`src/rtl/synth_prog_pkg.sv`:
```
package synth_prog_pkg;

  // Line state encoding: bit 1 = data line, bit 0 = clock line
  typedef enum logic [1:0] {
    LN_NONE = 2'b00,
    LN_CLK  = 2'b01,
    LN_DATA = 2'b10,
    LN_BOTH = 2'b11
  } line_t;

  // Number of states in the unlock preamble
  function automatic int unsigned preamble_len(int unsigned pairs);
    return 2 + 2 * pairs + 4;
  endfunction

  // Number of states in the whole list: preamble, bit waveforms and stop pattern
  function automatic int unsigned seq_len(int unsigned pairs, int unsigned bits);
    return preamble_len(pairs) + 4 * bits + 3;
  endfunction

  // Preamble state k: 00, 10, (11,10) x pairs, 00, 01, 00, 01
  function automatic line_t preamble_state(int unsigned k, int unsigned pairs);
    if (k == 0) return LN_NONE;
    if (k == 1) return LN_DATA;
    if (k < 2 + 2 * pairs) return (k % 2 == 0) ? LN_BOTH : LN_DATA;
    return (k % 2 == 0) ? LN_NONE : LN_CLK;
  endfunction

  // Four-phase waveform of one data bit
  function automatic line_t bit_state(logic b, logic [1:0] ph);
    if (b) begin
      case (ph)
        2'd0:    return LN_CLK;
        2'd1:    return LN_NONE;
        2'd2:    return LN_DATA;
        default: return LN_BOTH;
      endcase
    end
    case (ph)
      2'd0:    return LN_BOTH;
      2'd1:    return LN_DATA;
      2'd2:    return LN_NONE;
      default: return LN_CLK;
    endcase
  endfunction

  // Stop pattern 11, 10, 11
  function automatic line_t stop_state(int unsigned k);
    return (k == 1) ? LN_DATA : LN_BOTH;
  endfunction

endpackage

```
`src/rtl/synth_hold_timer.sv`:
```
module synth_hold_timer #(
  parameter int unsigned HOLD = 4
) (
  input  logic clk,
  input  logic rst_n,
  input  logic run_i,
  output logic adv_o
);
  localparam int unsigned CW = (HOLD > 1) ? $clog2(HOLD) : 1;
  localparam logic [CW-1:0] LAST = CW'(HOLD - 1);

  logic [CW-1:0] cnt;

  always_ff @(posedge clk) begin
    if (!rst_n)             cnt <= '0;
    else if (!run_i)        cnt <= '0;
    else if (cnt == LAST)   cnt <= '0;
    else                    cnt <= cnt + 1'b1;
  end

  // One advance pulse per HOLD cycles of running
  assign adv_o = run_i && (cnt == LAST);
endmodule

```
`src/rtl/synth_seq_ctrl.sv`:
```
module synth_seq_ctrl #(
  parameter int unsigned TOTAL  = 117,
  parameter int unsigned STEP_W = 7
) (
  input  logic              clk,
  input  logic              rst_n,
  input  logic              start_i,
  input  logic              adv_i,
  output logic              busy_o,
  output logic              done_o,
  output logic              accept_o,
  output logic              finish_o,
  output logic [STEP_W-1:0] step_o
);
  localparam logic [STEP_W-1:0] LAST_STEP = STEP_W'(TOTAL - 1);

  logic at_last;

  // A start is taken only while idle
  assign accept_o = start_i && !busy_o;
  assign at_last  = (step_o == LAST_STEP);
  assign finish_o = busy_o && adv_i && at_last;

  always_ff @(posedge clk) begin
    if (!rst_n) begin
      busy_o <= 1'b0;
      done_o <= 1'b0;
      step_o <= '0;
    end else begin
      done_o <= finish_o;
      if (accept_o) begin
        busy_o <= 1'b1;
        step_o <= '0;
      end else if (busy_o && adv_i) begin
        if (at_last) busy_o <= 1'b0;
        else         step_o <= step_o + 1'b1;
      end
    end
  end
endmodule

```
`src/rtl/synth_line_enc.sv`:
```
module synth_line_enc
  import synth_prog_pkg::*;
#(
  parameter int unsigned WORD_W = 24,
  parameter int unsigned PAIRS  = 6,
  parameter int unsigned STEP_W = 7
) (
  input  logic [STEP_W-1:0] step_i,
  input  logic [WORD_W-1:0] word_i,
  output logic [1:0]        line_o
);
  localparam int unsigned PRE_LEN = preamble_len(PAIRS);
  localparam int unsigned BIT_END = PRE_LEN + 4 * WORD_W;
  localparam int unsigned IDX_W   = (WORD_W > 1) ? $clog2(WORD_W) : 1;

  int unsigned      s;
  int unsigned      rel;
  logic [IDX_W-1:0] bit_idx;

  always_comb begin
    s       = 32'(step_i);
    rel     = s - PRE_LEN;
    bit_idx = IDX_W'(rel >> 2);
    if (s < PRE_LEN)
      line_o = preamble_state(s, PAIRS);
    else if (s < BIT_END)
      line_o = bit_state(word_i[bit_idx], rel[1:0]);
    else
      line_o = stop_state(s - BIT_END);
  end
endmodule

```
`src/rtl/synth_prog_seq.sv`:
```
module synth_prog_seq
  import synth_prog_pkg::*;
#(
  parameter int unsigned HOLD_CYCLES = 4,
  parameter int unsigned WORD_W      = 24,
  parameter int unsigned PAIRS       = 6
) (
  input  logic              clk,
  input  logic              rst_n,
  input  logic              start_i,
  input  logic [WORD_W-1:0] cfg_word_i,
  output logic [1:0]        lines_o,
  output logic              blank_o,
  output logic              busy_o,
  output logic              done_o
);
  localparam int unsigned TOTAL  = seq_len(PAIRS, WORD_W);
  localparam int unsigned STEP_W = $clog2(TOTAL);

  // Internal events, named for the checker
  logic              hold_adv;
  logic              seq_accept;
  logic              seq_finish;
  logic [STEP_W-1:0] seq_step;
  logic [1:0]        enc_line;

  logic [WORD_W-1:0] word_q;
  logic [1:0]        sel_q;

  synth_hold_timer #(.HOLD(HOLD_CYCLES)) u_timer (
    .clk   (clk),
    .rst_n (rst_n),
    .run_i (busy_o),
    .adv_o (hold_adv)
  );

  synth_seq_ctrl #(.TOTAL(TOTAL), .STEP_W(STEP_W)) u_ctrl (
    .clk      (clk),
    .rst_n    (rst_n),
    .start_i  (start_i),
    .adv_i    (hold_adv),
    .busy_o   (busy_o),
    .done_o   (done_o),
    .accept_o (seq_accept),
    .finish_o (seq_finish),
    .step_o   (seq_step)
  );

  synth_line_enc #(.WORD_W(WORD_W), .PAIRS(PAIRS), .STEP_W(STEP_W)) u_enc (
    .step_i (seq_step),
    .word_i (word_q),
    .line_o (enc_line)
  );

  // The word is captured only on an accepted start; the select is applied at the end
  always_ff @(posedge clk) begin
    if (!rst_n) begin
      word_q <= '0;
      sel_q  <= 2'b00;
    end else begin
      if (seq_accept) word_q <= cfg_word_i;
      if (seq_finish) sel_q  <= word_q[WORD_W-1 -: 2];
    end
  end

  assign lines_o = busy_o ? enc_line : sel_q;
  // Blanking spans the list and the done cycle
  assign blank_o = busy_o | done_o;
endmodule

```
`config.mk`:
```
export PLATFORM = sky130hd
export DESIGN_NAME = synth_prog_seq
export DESIGN_NICKNAME = d
export VERILOG_FILES = /design/src/rtl/synth_prog_pkg.sv /design/src/rtl/synth_hold_timer.sv /design/src/rtl/synth_seq_ctrl.sv /design/src/rtl/synth_line_enc.sv /design/src/rtl/synth_prog_seq.sv
export SDC_FILE = /design/constraint.sdc
export NUM_CORES = 1
export LEC_CHECK = 0
export BUFFER_PORTS_ARGS = -buffer_cell sky130_fd_sc_hd__buf_4
export CAP_MARGIN = 20
export CORE_UTILIZATION = 55
export DETAILED_ROUTE_END_ITERATION = 16
export PLACE_DENSITY = 0.78
export SLEW_MARGIN = 25
export SYNTH_ARGS = -nofsm -noshare
export SYNTH_HDL_FRONTEND = slang
export SYNTH_SLANG_ARGS = --single-unit
```
`constraint.sdc`:
```
create_clock -name clk -period 4.15 [get_ports clk]
set_input_delay 0.83 -clock clk [delete_from_list [all_inputs] [get_ports clk]]
set_output_delay 0.83 -clock clk [all_outputs]
set_load 0.03 [all_outputs]
```
==> key figures <==
Setup path
  – Worst Path Required: 3320 ps
  – CP Launch Point: u_ctrl.step_o[1]
  – Setup crit start kind: flip-flop
  – CP arrival: approximately 3000 ps
  – Reg2reg end: sel_q[0]
  – Crit-path max FO: 10
  – Reg2reg setup slack: 2090 ps
  – R2R depth: 5
  – CP endpoint kind: output port
  – Origin of the critical flop-to-flop path: u_ctrl.step_o[4]
  – Setup CP Type: reg -> out

Drt
  – Post-route DRC: 0
  – Drt via density: between 5 and 6
  – Final ANT Viol Nets: 0
  – WL final: 3796 um
  – Pre-Repair DR Iteration Count: 4
  – 1st-iter DRT viols: 59
  – Vias: 1643
  – Routed wire length per instance: 12.36 um

Yosys
  – Cells after synthesis: around 240
  – Asr flop ratio synth: 0%
  – Library cells used by synthesis: 47
  – Area leader, netlist: dfxtp_1
  – Sequential area share after synthesis: 37.05%
  – Mapped Area: approximately 2000 um^2
  – EDFF count, synth: 0
  – Top post-synthesis cells by area: dfxtp_1 (37%), nand2_1 (11%), a21boi_0 (9.0%), mux2i_1 (4.5%), ha_1 (4.4%)
  – Ys flop type: dfxtp_1
  – Yosys warning total: 0
  – Yosys top cell area share: 37.05%
  – Mapped Nets: 270
  – Flops & latches, synth: 37
  – Post-synthesis area per instance: 8.472 um^2

Floorplanning
  – Die W: 62.30 um
  – Num rows: 21
  – Area of the core: 3416 um^2
  – Die Span Y: 62.30 um
  – Die ar.: ~3900 um^2
  – Effective utilization at floorplan: approximately 59%
  – Io pins: 32

Global routing
  – Gr ovfl total: 0
  – Vias in the first global route: between 1500 and 2000
  – First-pass GRT wire length: 6962 um
  – Antenna violations before repair: 0
  – Largest net degree at the start of global routing: 32
  – GR Util All Layers: 22.55%

Pwr
  – Peak supply drop: 0.1740 mV
  – Leakage: 0.8970 nW
  – Pwr Density: 289.1 nW/um^2

Finish
  – Most frequent cells in the layout: nand2_1 (59), dfxtp_1 (37), buf_4 (32)
  – Final core occ: 67.22%
  – Ant. Diodes: 0
  – Final #Nets: roughly 290
  – Most common cell after layout, fill and taps aside: nand2_1
  – Synthesis-to-finish area growth: 14.83%
  – Final cell count without fillers: 307
  – Share of cells above drive strength 1: 21.46%

Clocking
  – Clk pin slew, worst setup/hold paths: 100 ps
  – CTS tree: built
  – Root buf cell: clkbuf_4
  – H-tree lvl count: 2
  – Post-CTS setup buffers: 0
  – Clock sinks: 37
  – Hold buffers post-CTS: 0
  – Cts bufs inserted: 5
  – Resized cells post-CTS: 0
  – Worst-Skew Late Latency: about 340 ps
  – Max clock buf depth: 2

Hold path
  – Hold path startpoint: u_timer.cnt[0]
  – Worst Hold Depth: 1
  – Worst hold path class: reg -> reg
  – Hold Path Sink: u_timer.cnt[0]

STA
  – Fin crit share: 92.23%
  – Slew Limit Fails: 0
  – Setup slack after layout: 322.5 ps
  – Worst-margin pin slew: 899.7 ps
  – Slew margin rel.: 40.02%
  – Top achievable clock speed: 261.3 MHz
  – Clock Skew: 3.922 ps
  – Final Setup Violations: 0
  – Hold Violations, Final: 0
  – Setup_tns: 0 ps
  – RSZ-0062 raised after global routing: false
  – Tmin final: about 3800 ps

Run status
  – Status: completed

Flow run
  – Max Cap Viol: 0

Placement
  – Post-DP HPWL: between 2000 and 3000 um
  – Pre-CTS worst setup slack: 687.7 ps
  – Placed cells: ~300
  – Port bufs: 31
  – GPL Wtd Cong: 0.8324
through the flow:
step,cell area [um^2],hold slack [ps],power [W]
6_report,2296,437.5,0.0006639
5_1_grt,2296,456.3,0.0006984
4_1_cts,2296,439.9,0.0006705
3_5_place_dp,2226,424.9,0.0004590
3_3_place_gp,2226,421.9,0.0004576
2_1_floorplan,1999,405.1,0.0004274
worst max-delay path, cell delays in order, from the launching register on:
cell and delay [ps]:
dfxtp_1 450, inv_1 110, ha_1 570, mux2_2 380, o311ai_0 290, o22ai_1 150
a211oi_2 210, mux2i_1 120, nor3_2 190, buf_4 180
kinds of logic after synthesis:
logic type,count (synthesis),share of synthesized area [%]
compound gates,48,17.90
xor+xnor,7,3.442
fa+ha+maj,7,4.380
buf+inv,19,4.318
flops,37,37.05
mux,15,9.574
simple gates,103,23.34
routing by layer:
metal	track usage (%)	share of wire (%)	up-vias	wire length [um]
li1	-	-	853	-
met1	27.48	47	749	1786
met2	38.46	48	35	1821
met3	5.515	3.7	6	140
met4	8.140	1.2	0	47
met5	0	0	-	0
cell type report:
cell class | instances | area, um^2
Inverter | 4 | 15.01
Timing Repair Buffer | 32 | 240.2
Sequential cell | 37 | 740.7
Clock buffer | 7 | 65.06
Multi-Input combinational cell | 180 | 1172
Clock inverter | 1 | 5.005
Tap cell | 46 | 57.56
Fill cell | 291 | 1120
synth_stat cells (4+ instances only):
master	number
a21oi_1	6
nand3_1	4
clkbuf_1	10
a21boi_0	24
nand2_1	59
nor2b_1	4
ha_1	7
dfxtp_1	37
nor2_1	18
xnor2_1	4
mux2i_1	9
sequential cells by signal, summed over array words and instances, names as in the netlist:
signal,flops
sel_q,2
u_ctrl.busy_o,1
u_ctrl.done_o,1
u_ctrl.step_o,7
u_timer.cnt,2
word_q,24
power by group:
group	total, W	switching, W	leakage [nW]	internal, W
logic	0.0000699	0.0000329	0.553	0.0000370
registers	0.000380	0.0000101	0.302	0.000370
clock network	0.000214	0.000116	0.0413	0.0000982
total	0.000664	0.000159	0.897	0.000505
worst max-delay path by stage:
stage	end	slack, ps	cells after the start
2_1_floorplan	lines_o[1]	810	10
3_3_place_gp	lines_o[1]	750	9
3_5_place_dp	lines_o[1]	690	9
4_1_cts	lines_o[1]	290	9
5_1_grt	lines_o[1]	100	9
6_report	lines_o[1]	320	9
Power figures use the tool's default switching activity.
